### config.mk
export PLATFORM = sky130hd
export DESIGN_NAME = i2c_pkt_seq
export DESIGN_NICKNAME = d
export VERILOG_FILES = /design/src/rtl/i2c_pkt_pkg.sv /design/src/rtl/i2c_pkt_cmd_reg.sv /design/src/rtl/i2c_pkt_phase_fsm.sv /design/src/rtl/i2c_pkt_seq.sv
export SDC_FILE = /design/constraint.sdc
export NUM_CORES = 1
export LEC_CHECK = 0
export ABC_AREA = 1
export BUFFER_PORTS_ARGS = -buffer_cell sky130_fd_sc_hd__buf_2
export CAP_MARGIN = 40
export CORE_MARGIN = 8
export CORE_UTILIZATION = 51
export CTS_CLUSTER_DIAMETER = 150
export DETAILED_ROUTE_END_ITERATION = 16
export PLACE_DENSITY_LB_ADDON = 0.2
export SLEW_MARGIN = 20
export SYNTH_ARGS = -nofsm -noshare
export SYNTH_HDL_FRONTEND = slang
export SYNTH_SLANG_ARGS = --single-unit
export TNS_END_PERCENT = 100
### constraint.sdc
create_clock -name clk -period 1.8 [get_ports clk]
set_input_delay 0.09 -clock clk [delete_from_list [all_inputs] [get_ports clk]]
set_output_delay 0.09 -clock clk [all_outputs]
set_load 0.005 [all_outputs]
### src/rtl/i2c_pkt_pkg.sv
package i2c_pkt_pkg;
  localparam int unsigned CMD_W = 32;
  localparam int unsigned STS_W = 18;

  // command bit positions (decoded by software, kept fixed)
  localparam int unsigned CB_START = 0;
  localparam int unsigned CB_TX    = 1;
  localparam int unsigned CB_RX    = 3;
  localparam int unsigned CB_RXL   = 4;
  localparam int unsigned CB_STOP  = 5;
  localparam int unsigned CB_TXDMA = 8;
  localparam int unsigned CB_RXDMA = 9;
  localparam int unsigned CB_PKT   = 16;
  localparam int unsigned CB_ADDR  = 24;
  localparam int unsigned ADDR_W   = 7;

  // status bit positions
  localparam int unsigned SB_TXACK = 0;
  localparam int unsigned SB_TXNAK = 1;
  localparam int unsigned SB_RXEND = 2;
  localparam int unsigned SB_STOP  = 4;
  localparam int unsigned SB_PKT   = 16;
  localparam int unsigned SB_ERR   = 17;

  typedef enum logic [3:0] {
    SC_IDLE   = 4'h0,
    SC_STARTW = 4'h2,
    SC_STARTR = 4'h3,
    SC_TXD    = 4'h9,
    SC_RXD    = 4'hA,
    SC_STOP   = 4'hB
  } bus_code_e;

  typedef enum logic [2:0] {
    OP_START = 3'd0,
    OP_SEND  = 3'd1,
    OP_RECV  = 3'd2,
    OP_NACK  = 3'd3,
    OP_END   = 3'd4
  } eng_op_e;

  typedef struct packed {
    logic [ADDR_W-1:0] addr;
    logic pkt;
    logic rxdma;
    logic txdma;
    logic stop;
    logic rxl;
    logic rx;
    logic tx;
    logic start;
  } cmd_view_t;

  function automatic cmd_view_t view_of(input logic [CMD_W-1:0] c);
    cmd_view_t v;
    v.addr  = c[CB_ADDR +: ADDR_W];
    v.pkt   = c[CB_PKT];
    v.rxdma = c[CB_RXDMA];
    v.txdma = c[CB_TXDMA];
    v.stop  = c[CB_STOP];
    v.rxl   = c[CB_RXL];
    v.rx    = c[CB_RX];
    v.tx    = c[CB_TX];
    v.start = c[CB_START];
    return v;
  endfunction
endpackage

### src/rtl/i2c_pkt_cmd_reg.sv
module i2c_pkt_cmd_reg
  import i2c_pkt_pkg::*;
(
  input  logic             clk,
  input  logic             rst_n,
  input  logic             wr_en,
  input  logic [CMD_W-1:0] wdata,
  input  logic [CMD_W-1:0] clr_mask,
  output logic [CMD_W-1:0] q
);
  always_ff @(posedge clk or negedge rst_n) begin
    if (!rst_n)     q <= '0;
    else if (wr_en) q <= wdata;
    else            q <= q & ~clr_mask;
  end


  no_set_chk: assert property (@(posedge clk) disable iff (!rst_n)
    !wr_en |=> ((q & ~$past(q)) == '0));
endmodule

### src/rtl/i2c_pkt_phase_fsm.sv
module i2c_pkt_phase_fsm
  import i2c_pkt_pkg::*;
#(
  parameter int LEN_W = 12
) (
  input  logic             clk,
  input  logic             rst_n,
  input  logic             accept,
  input  logic             acc_start,
  input  logic [LEN_W-1:0] tx_len,
  input  logic [LEN_W-1:0] rx_len,
  input  cmd_view_t        cv,
  output logic [CMD_W-1:0] clr_mask,
  output logic             busy,
  output logic [3:0]       state_code,
  output logic [STS_W-1:0] status,
  output logic             eng_valid,
  input  logic             eng_ready,
  output logic [2:0]       eng_op,
  output logic [7:0]       eng_byte,
  input  logic             eng_rsp_valid,
  input  logic             eng_rsp_nak,
  input  logic [7:0]       eng_rsp_data,
  input  logic             tx_valid,
  output logic             tx_ready,
  input  logic [7:0]       tx_data,
  output logic             rx_valid,
  input  logic             rx_ready,
  output logic [7:0]       rx_data
);
  typedef enum logic [3:0] {
    PH_IDLE, PH_DISP, PH_START, PH_TXPULL, PH_TXSEND,
    PH_RXRS, PH_RXRECV, PH_RXPUSH, PH_RXL, PH_STOP
  } ph_e;

  localparam logic [LEN_W-1:0] ONE = LEN_W'(1);

  ph_e              ph, ph_d;
  logic             iss, iss_d;
  logic             ostart, ostart_d;
  logic [3:0]       code, code_d;
  logic [STS_W-1:0] sts, sts_d;
  logic [LEN_W-1:0] txr, txr_d, rxr, rxr_d;
  logic [7:0]       hold, hold_d;
  logic [7:0]       abyte;
  logic             rsp;

  assign abyte = {cv.addr, cv.rx};
  assign rsp   = eng_rsp_valid && iss;

  // engine request channel
  always_comb begin
    eng_valid = 1'b0;
    eng_op    = OP_START;
    eng_byte  = '0;
    case (ph)
      PH_START:  begin eng_valid = !iss; eng_op = OP_START; eng_byte = abyte; end
      PH_TXSEND: begin eng_valid = !iss; eng_op = OP_SEND;  eng_byte = hold;  end
      PH_RXRS:   begin eng_valid = !iss; eng_op = OP_START; eng_byte = abyte; end
      PH_RXRECV: begin eng_valid = !iss; eng_op = OP_RECV; end
      PH_RXL:    begin eng_valid = !iss; eng_op = OP_NACK; end
      PH_STOP:   begin eng_valid = !iss; eng_op = OP_END;  end
      default: ;
    endcase
  end

  assign tx_ready   = (ph == PH_TXPULL);
  assign rx_valid   = (ph == PH_RXPUSH);
  assign rx_data    = hold;
  assign busy       = (ph != PH_IDLE);
  assign state_code = code;
  assign status     = sts;

  always_comb begin
    ph_d     = ph;
    iss_d    = iss;
    ostart_d = ostart;
    code_d   = code;
    sts_d    = sts;
    txr_d    = txr;
    rxr_d    = rxr;
    hold_d   = hold;
    clr_mask = '0;
    if (eng_valid && eng_ready) iss_d = 1'b1;
    if (rsp)                    iss_d = 1'b0;
    case (ph)
      PH_IDLE: begin
        if (accept) begin
          ph_d     = PH_DISP;
          ostart_d = acc_start;
          txr_d    = tx_len;
          rxr_d    = rx_len;
          sts_d    = '0;
        end
      end
      PH_DISP: begin
        if (cv.start) begin
          if (code == SC_IDLE) ph_d = PH_START;
          else                 clr_mask[CB_START] = 1'b1;
        end else if (cv.tx) begin
          if (cv.txdma && txr != '0) begin
            ph_d = PH_TXPULL;
          end else begin
            if (cv.txdma) sts_d[SB_TXACK] = 1'b1;
            code_d = SC_TXD;
            clr_mask[CB_TX]    = 1'b1;
            clr_mask[CB_TXDMA] = 1'b1;
          end
        end else if (cv.rx) begin
          if (ostart && code != SC_STARTR) begin
            ph_d = PH_RXRS;
          end else if (cv.rxdma && rxr != '0) begin
            ph_d = PH_RXRECV;
          end else begin
            code_d = SC_RXD;
            clr_mask[CB_RX]    = 1'b1;
            clr_mask[CB_RXDMA] = 1'b1;
          end
        end else if (cv.rxl) begin
          ph_d = PH_RXL;
        end else if (cv.stop) begin
          ph_d   = PH_STOP;
          code_d = SC_STOP;
        end else begin
          if (cv.pkt) begin
            sts_d[SB_PKT] = 1'b1;
            clr_mask[CB_PKT] = 1'b1;
            clr_mask[CB_ADDR +: ADDR_W] = '1;
          end
          ph_d = PH_IDLE;
        end
      end
      PH_START: begin
        if (rsp) begin
          if (eng_rsp_nak) begin
            sts_d[SB_TXNAK] = 1'b1;
            sts_d[SB_ERR]   = 1'b1;
          end
          code_d = abyte[0] ? SC_STARTR : SC_STARTW;
          clr_mask[CB_START] = 1'b1;
          ph_d = PH_DISP;
        end
      end
      PH_TXPULL: begin
        if (tx_valid) begin
          hold_d = tx_data;
          ph_d   = PH_TXSEND;
        end
      end
      PH_TXSEND: begin
        if (rsp) begin
          txr_d = txr - ONE;
          if (eng_rsp_nak || txr == ONE) begin
            sts_d[SB_TXACK] = 1'b1;
            code_d = SC_TXD;
            clr_mask[CB_TX]    = 1'b1;
            clr_mask[CB_TXDMA] = 1'b1;
            ph_d = PH_DISP;
          end else begin
            ph_d = PH_TXPULL;
          end
        end
      end
      PH_RXRS: begin
        if (rsp) begin
          code_d = SC_STARTR;
          ph_d   = PH_DISP;
        end
      end
      PH_RXRECV: begin
        if (rsp) begin
          hold_d = eng_rsp_data;
          ph_d   = PH_RXPUSH;
        end
      end
      PH_RXPUSH: begin
        if (rx_ready) begin
          rxr_d = rxr - ONE;
          if (rxr == ONE) begin
            code_d = SC_RXD;
            clr_mask[CB_RX]    = 1'b1;
            clr_mask[CB_RXDMA] = 1'b1;
            ph_d = PH_DISP;
          end else begin
            ph_d = PH_RXRECV;
          end
        end
      end
      PH_RXL: begin
        if (rsp) begin
          sts_d[SB_RXEND] = 1'b1;
          clr_mask[CB_RXL] = 1'b1;
          ph_d = PH_DISP;
        end
      end
      PH_STOP: begin
        if (rsp) begin
          code_d = SC_IDLE;
          sts_d[SB_STOP] = 1'b1;
          clr_mask[CB_STOP] = 1'b1;
          ph_d = PH_DISP;
        end
      end
      default: ph_d = PH_IDLE;
    endcase
  end

  always_ff @(posedge clk or negedge rst_n) begin
    if (!rst_n) begin
      ph     <= PH_IDLE;
      iss    <= 1'b0;
      ostart <= 1'b0;
      code   <= SC_IDLE;
      sts    <= '0;
      txr    <= '0;
      rxr    <= '0;
      hold   <= '0;
    end else begin
      ph     <= ph_d;
      iss    <= iss_d;
      ostart <= ostart_d;
      code   <= code_d;
      sts    <= sts_d;
      txr    <= txr_d;
      rxr    <= rxr_d;
      hold   <= hold_d;
    end
  end


  eng_hold_chk: assert property (@(posedge clk) disable iff (!rst_n)
    (eng_valid && !eng_ready) |=> (eng_valid && $stable(eng_op) && $stable(eng_byte)));

  one_chan_chk: assert property (@(posedge clk) disable iff (!rst_n)
    $onehot0({eng_valid, tx_ready, rx_valid}));

  rx_hold_chk: assert property (@(posedge clk) disable iff (!rst_n)
    (rx_valid && !rx_ready) |=> (rx_valid && $stable(rx_data)));

  idle_quiet_chk: assert property (@(posedge clk) disable iff (!rst_n)
    !busy |-> (!eng_valid && !tx_ready && !rx_valid));

  err_pair_chk: assert property (@(posedge clk) disable iff (!rst_n)
    status[SB_ERR] |-> status[SB_TXNAK]);

  stop_exit_chk: assert property (@(posedge clk) disable iff (!rst_n)
    (ph == PH_STOP && rsp) |=> (state_code == SC_IDLE && status[SB_STOP]));
endmodule

### src/rtl/i2c_pkt_seq.sv
module i2c_pkt_seq
  import i2c_pkt_pkg::*;
#(
  parameter int LEN_W = 12
) (
  input  logic             clk,
  input  logic             rst_n,
  input  logic             bus_en,
  input  logic             master_mode,
  input  logic             cmd_wr,
  input  logic [31:0]      cmd_wdata,
  input  logic [LEN_W-1:0] tx_len,
  input  logic [LEN_W-1:0] rx_len,
  output logic [31:0]      cmd_now,
  output logic             busy,
  output logic [3:0]       state_code,
  output logic [17:0]      status,
  output logic             eng_valid,
  input  logic             eng_ready,
  output logic [2:0]       eng_op,
  output logic [7:0]       eng_byte,
  input  logic             eng_rsp_valid,
  input  logic             eng_rsp_nak,
  input  logic [7:0]       eng_rsp_data,
  input  logic             tx_valid,
  output logic             tx_ready,
  input  logic [7:0]       tx_data,
  output logic             rx_valid,
  input  logic             rx_ready,
  output logic [7:0]       rx_data
);
  logic             accept;
  logic [CMD_W-1:0] clr_mask;
  cmd_view_t        cv;

  assign accept = cmd_wr && bus_en && master_mode && !busy;
  assign cv     = view_of(cmd_now);

  i2c_pkt_cmd_reg u_cmd (
    .clk      (clk),
    .rst_n    (rst_n),
    .wr_en    (accept),
    .wdata    (cmd_wdata),
    .clr_mask (clr_mask),
    .q        (cmd_now)
  );

  i2c_pkt_phase_fsm #(.LEN_W(LEN_W)) u_fsm (
    .clk           (clk),
    .rst_n         (rst_n),
    .accept        (accept),
    .acc_start     (cmd_wdata[CB_START]),
    .tx_len        (tx_len),
    .rx_len        (rx_len),
    .cv            (cv),
    .clr_mask      (clr_mask),
    .busy          (busy),
    .state_code    (state_code),
    .status        (status),
    .eng_valid     (eng_valid),
    .eng_ready     (eng_ready),
    .eng_op        (eng_op),
    .eng_byte      (eng_byte),
    .eng_rsp_valid (eng_rsp_valid),
    .eng_rsp_nak   (eng_rsp_nak),
    .eng_rsp_data  (eng_rsp_data),
    .tx_valid      (tx_valid),
    .tx_ready      (tx_ready),
    .tx_data       (tx_data),
    .rx_valid      (rx_valid),
    .rx_ready      (rx_ready),
    .rx_data       (rx_data)
  );


  gate_chk: assert property (@(posedge clk) disable iff (!rst_n)
    (cmd_wr && !busy && !(bus_en && master_mode)) |=> !busy);
endmodule

* Word level (Yosys, flattened, before mapping)
Index checks and enable logic that the tools add are counted.
** Storage, ports and cells
- Flip-flop bits (word level) :: 80
- Input bits :: 82
- Output and inout bits :: 77
- Word-level logic and storage cells :: 208
** Cells by class
- Add/sub/neg operators :: 2
- Equal/unequal tests :: 42
- Mux-type cells :: 109
- Bitwise gates (word level) :: 2
- Reductions and logical operators :: 40
** Operators by type and width (count)
- $mux 4 :: 30
- $mux 7 :: 7
- $mux 12 :: 4
- $pmux 12 s2 :: 2
- $mux 1 :: 43
- $and 32x32->32 :: 1
- $mux 32 :: 1
- $not 31->32 :: 1
- $pmux 8 s2 :: 2
- $pmux 4 s7 :: 1
- $eq 12x1->1 const B :: 2
- $ne 2x2->1 const B :: 12
- $pmux 4 s6 :: 1
- $reduce_bool 12->1 :: 2
- $sub 12x1->12 const B :: 2
- $ne 2x1->1 const B :: 10
- $pmux 1 s2 :: 10
- $mux 18 :: 1
- $eq 4x3->1 const B :: 4
- $mux 8 :: 2
- $ne 4x4->1 const B :: 4
- $reduce_and 8->1 :: 2
- $reduce_bool 2->1 :: 8
- $reduce_and 3->1 :: 5
- 26 further kinds :: 38

* Depth between registers and ports, before layout
- Word-level depth :: 11
- Gate-level depth with buffers :: 12
- Mapped depth without buffers :: 12

* Modules after synthesis
A second synthesis with hierarchy kept.
** Unflattened totals
- Cell total of the unflattened synthesis :: 687
- Area total of the unflattened synthesis :: 5031.1 um2
** Modules (own cells, without submodules)
- i2c_pkt_phase_fsm :: instances 1, cells an instance 515, area each 3554.7 um2, sequential area each 1151.1 um2
- i2c_pkt_cmd_reg :: instances 1, cells an instance 168, area each 1458.9 um2, sequential area each 800.8 um2
- i2c_pkt_seq :: instances 1, cells an instance 4, area each 17.5 um2, sequential area each 0.0 um2

* Least setup slack after synthesis
Ideal clock, no wire load.
- Path kind :: flip-flop to flip-flop
- From :: reg u_fsm.ph[1]
- To :: reg u_fsm.rxr[10]
- Library setup time :: 0.121 ns
- Arrival time :: 1.408 ns
- Required time :: 1.679 ns
- Slack :: 0.271 ns
- Stages on the path, launching flop included :: 10
- Path buffers :: 1
- Clock period less this slack :: 1.529 ns
- Path through :: dfrtp_1 > buf_6 > nor2_4 > nand2_4 > nor2_4 > o21ai_4 > inv_4 > o21ai_1 > a21oi_1 > o21ai_1
** Between the ends
- Word-level cells in the longest chain between the ends :: 5
- Elaborated cells between the ends (all ways) :: 10
- Those cells by class :: eq/ne (3); mux (1); reduce/logical (6)
** Ends and longest elaborated chain
- from (decl) :: RTL line i2c_pkt_phase_fsm.sv:38 : ph_e ph, ph_d;
- from (signal assigned) :: RTL line i2c_pkt_phase_fsm.sv:219 : ph <= ph_d;
- $reduce_bool 4->1 :: RTL line i2c_pkt_phase_fsm.sv:70 : assign busy = (ph != PH_IDLE);
- named net busy :: RTL line i2c_pkt_seq.sv:15 : output logic busy,
- $logic_not 1->1 :: RTL line i2c_pkt_seq.sv:36 : assign accept = cmd_wr && bus_en && master_mode && !busy;
- $logic_and 1x1->1 :: RTL line i2c_pkt_seq.sv:36
- $ne 2x2->1 (no source line)
- $reduce_and 3->1 (no source line)
- to (signal assigned) :: RTL line i2c_pkt_phase_fsm.sv:225 : rxr <= rxr_d;
- to (decl) :: RTL line i2c_pkt_phase_fsm.sv:43 : logic [LEN_W-1:0] txr, txr_d, rxr, rxr_d;
The timed path passes the listed nets, and every way through them passes these cells.
A chain may end at the register's enable or synchronous reset.

* Worst setup path in the final report
- From :: reg u_fsm.ph[0]
- To :: reg u_fsm.rxr[9]
** Between the ends
- Word-level cells in the longest chain between the ends :: 5
- Elaborated cells between the ends (all ways) :: 10
- Those cells by class :: eq/ne (3); mux (1); reduce/logical (6)
** Ends and longest elaborated chain (RTL line)
- $reduce_bool 4->1 :: i2c_pkt_phase_fsm.sv:70
- $logic_not 1->1 :: i2c_pkt_seq.sv:36
- $logic_and 1x1->1 :: i2c_pkt_seq.sv:36
- $ne 2x2->1 (no source line)
- $reduce_and 3->1 (no source line)
Parallel ways exist; a longest one is shown, timed or not.

==> results_dict.tcl <==
set metrics [dict create \
    outcome "finished with violations" \
    violations "setup timing" \
    cp.required_ps 2060 \
    p_leak_nw 3.415 \
    synthDistinctLibCells 39 \
    clockBufferDepth 2 \
    fin_hold_ws_ps 9.830 \
    die-width_um 111.6 \
    slowest_stage "dfrtp_2" \
    ir_drop_mv 1.071 \
    fin_crit_ps 1825 \
    synth_top_area_cell "dfrtp_1" \
    power_frac_clock_pct 15.5 \
    drc_errors 0 \
    overflow 0 \
    gp_congestion 0.9544 \
    core-area_um2 9065 \
    rows 35 \
    via_per_inst 5.169 \
    period_share_pct 101.4 \
    drtIter0Drc 313 \
    start_kind "register" \
    dp_worst_setup_slack_ps 19.89 \
    placed_area_um2 5525 \
    met3_length_mm 1.059 \
    finalHoldViolations 0 \
    io_pins 159 \
    wirelength_met1_mm 6.355 \
    power_switching_share_pct 43.96 \
    root_buffer "clkbuf_8" \
    crit_arrival_ps 2090 \
    numCtsBuffers 9 \
    vias 4998 \
    grt_max_degree 47 \
    final_cell_mix "nand2_1, buf_2, dfrtp_1" \
    powerDensity_nw_per_um2 1568 \
    skew_ps 16.51 \
    routedWlPerCell_um 15.86 \
    finalMaxSlewViolations 0 \
    hold_path_class "in2reg" \
    pwr-share-seq_pct 33.0 \
    synth_top_flop_cell "dfrtp_1" \
    crit_chain "nor2_4, buf_12, nand2_4, nor2_4, o21ai_4, clkinv_4, buf_4, o21ai_0, o22ai_1" \
    detail-route-antenna-nets 0 \
    cts_htree_levels 3 \
    area_growth_pct 40.10 \
    tns_ps -24.58 \
    async_flop_share_pct 100.0 \
    path_class "reg2reg" \
    timing.final.setup_violations 1 \
    fin_ws_ps -24.58 \
    nets 940 \
    mappedNetlistArea_um2 4664 \
    layout_commonest_cell "nand2_1" \
    cp_max_fo 8 \
    grt_pass1_wl_mm 24.20 \
    synthCells 624 \
    clk_latency_ps 360 \
    fin_util_pct 72.09 \
    avgSynthCellArea_um2 7.475 \
    ys_seq_area_share_pct 41.85 \
    wl_met2_mm 7.664 \
    internal_power_mw 5.742 \
    ys_warn_count 0 \
    dp_hpwl_mm 10.78 \
    cts_tree "yes" \
    antenna_found_initial 0 \
    grt_use_total_pct 23.48 \
    drive_gt1_share_pct 30.49 \
    first_global_vias 5031 \
    p_sw_mw 4.505 \
    p_comb_share_pct 51.5 \
    firstDrtPassIters 5 \
    start_util_pct 51.46 \
    clock-sinks 78 \
    ys_ff_latch 78 \
    synth_area_leaders "dfrtp_1, nand2_1, nor2_1" \
    portBuffers 145 \
    cpMostUsedCell "nor2_4" \
    synth_edf_count 0 \
    synth_top_area_share_pct 41.85 \
    cap_violations 0 \
    design_area_um2 6535 \
    clk_pin_slew_ps 90 \
    crit_path_end_kind "register" \
    top_layer "met4" \
    die_area_um2 12460 \
    finalWirelength_mm 15.34 \
    timing.fmax_mhz 548.1 \
    num_antenna_cells 0 \
    fp.dieH_um 111.6 \
    crit_path_max_incr_delay_ps 480 \
    grt_setup_unrepaired "yes" \
]
## timing repair
action / in CTS / in global routing
hold endpoints to repair: 73 / 1
gates resized for setup: 12 / 34
pin swaps: 2 / 12
hold buffers: 48 / 1
setup buffers: 2 / 17
endpoints found under the setup margin: 10 / 41
## cell families (layout without fill, tap and decap cells)
logic type	after synthesis	in the layout	synth area share [%]
AND/OR/NAND/NOR	339	339	31.57
AO/OA/AOI/OAI	107	107	14.11
buffers and inverters	89	309	10.03
flip-flops	78	78	41.85
adder cells (fa/ha/maj)	6	6	1.609
XOR/XNOR	4	4	0.7512
other	1	13	0.08039
## cell type report
type,count,area (um^2)
clock buffers,9,123.9
fillers,721,2530
repair buffers,239,1607
well taps,111,138.9
clock inverters,6,111.4
multi-input cells,469,2370
flip-flops and latches,78,1956
inverters,55,229.0
## flip-flops by register name (all words and copies together), names as in the netlist
register	cells
u_fsm.rx_data	8
u_fsm.ph	4
u_fsm.rxr	12
u_fsm.state_code	3
u_cmd.q	32
u_fsm.txr	12
u_fsm.status	5
u_fsm.iss	1
u_fsm.ostart	1
## critical path, delay by kind of cell (launching register included)
family | cells | cell delay, ps
simple gates | 3 | 500
compound gates | 3 | 430
buf+inv | 3 | 320
flops | 1 | 480
## power groups by stage
stage | sequential [mW] | clock (mW) | combinational [mW]
after floorplan | 3.25 | 0 | 2.95
after global placement | 3.30 | 0 | 4.57
after detailed placement | 3.34 | 0 | 4.65
after CTS | 3.33 | 1.62 | 4.82
after global routing | 3.49 | 1.68 | 5.87
final | 3.39 | 1.59 | 5.28
## per-stage QoR
| step | total power, mW | std cells |
|---|---|---|
| floorplan | 6.200 | 636 |
| finish | 10.25 | 967 |
| global route | 11.04 | 967 |
| global placement | 7.874 | 884 |
| detailed placement | 7.989 | 884 |
| CTS | 9.767 | 949 |
## path summary, 6_finish.rpt
check,startpoint,to,slack (ps),cells after the start
worst max-delay path,u_fsm.ph[0]$_DFFE_PN0P_,u_fsm.rxr[9]$_DFFE_PN0P_,-20,9
worst min-delay path,tx_len[11],u_fsm.txr[11]$_DFFE_PN0P_,10,3
min in group asynchronous,rst_n,u_fsm.rxr[6]$_DFFE_PN0P_,210,2
worst min register to register,u_cmd.q[23]$_DFFE_PN0P_,u_cmd.q[23]$_DFFE_PN0P_,470,2
max in group asynchronous,rst_n,u_cmd.q[5]$_DFF_PN0_,960,3
worst max register to register,u_fsm.ph[0]$_DFFE_PN0P_,u_fsm.rxr[9]$_DFFE_PN0P_,-20,9
## Yosys cell counts, types with 2 or more instances
| cell | n |
|---|---|
| nand3b_1 | 3 |
| buf_2 | 6 |
| nand2_2 | 3 |
| a32o_1 | 7 |
| nor2_2 | 5 |
| nor3_1 | 4 |
| nand2_1 | 208 |
| o211ai_1 | 6 |
| a31oi_1 | 14 |
| nor3b_1 | 2 |
| a22oi_1 | 3 |
| nand2_4 | 4 |
| xor2_1 | 2 |
| inv_2 | 8 |
| inv_1 | 46 |
| nor2_1 | 58 |
| o21ai_0 | 38 |
| a21oi_1 | 16 |
| nor2_4 | 7 |
| buf_6 | 7 |
| xnor2_1 | 2 |
| dfrtp_1 | 78 |
| ha_1 | 6 |
| nand4_1 | 6 |
| nand3_1 | 37 |
| buf_4 | 19 |
| o22ai_1 | 3 |
| o21ai_1 | 13 |
| o21a_1 | 2 |
| clkbuf_1 | 2 |
## layer usage
metal,up-vias,GRT usage [%]
met5,-,0
met4,0,6.472
met3,23,6.602
met2,196,40.15
met1,2315,28.22
li1,2464,-
No activity file was read; power rests on OpenSTA's default activity.
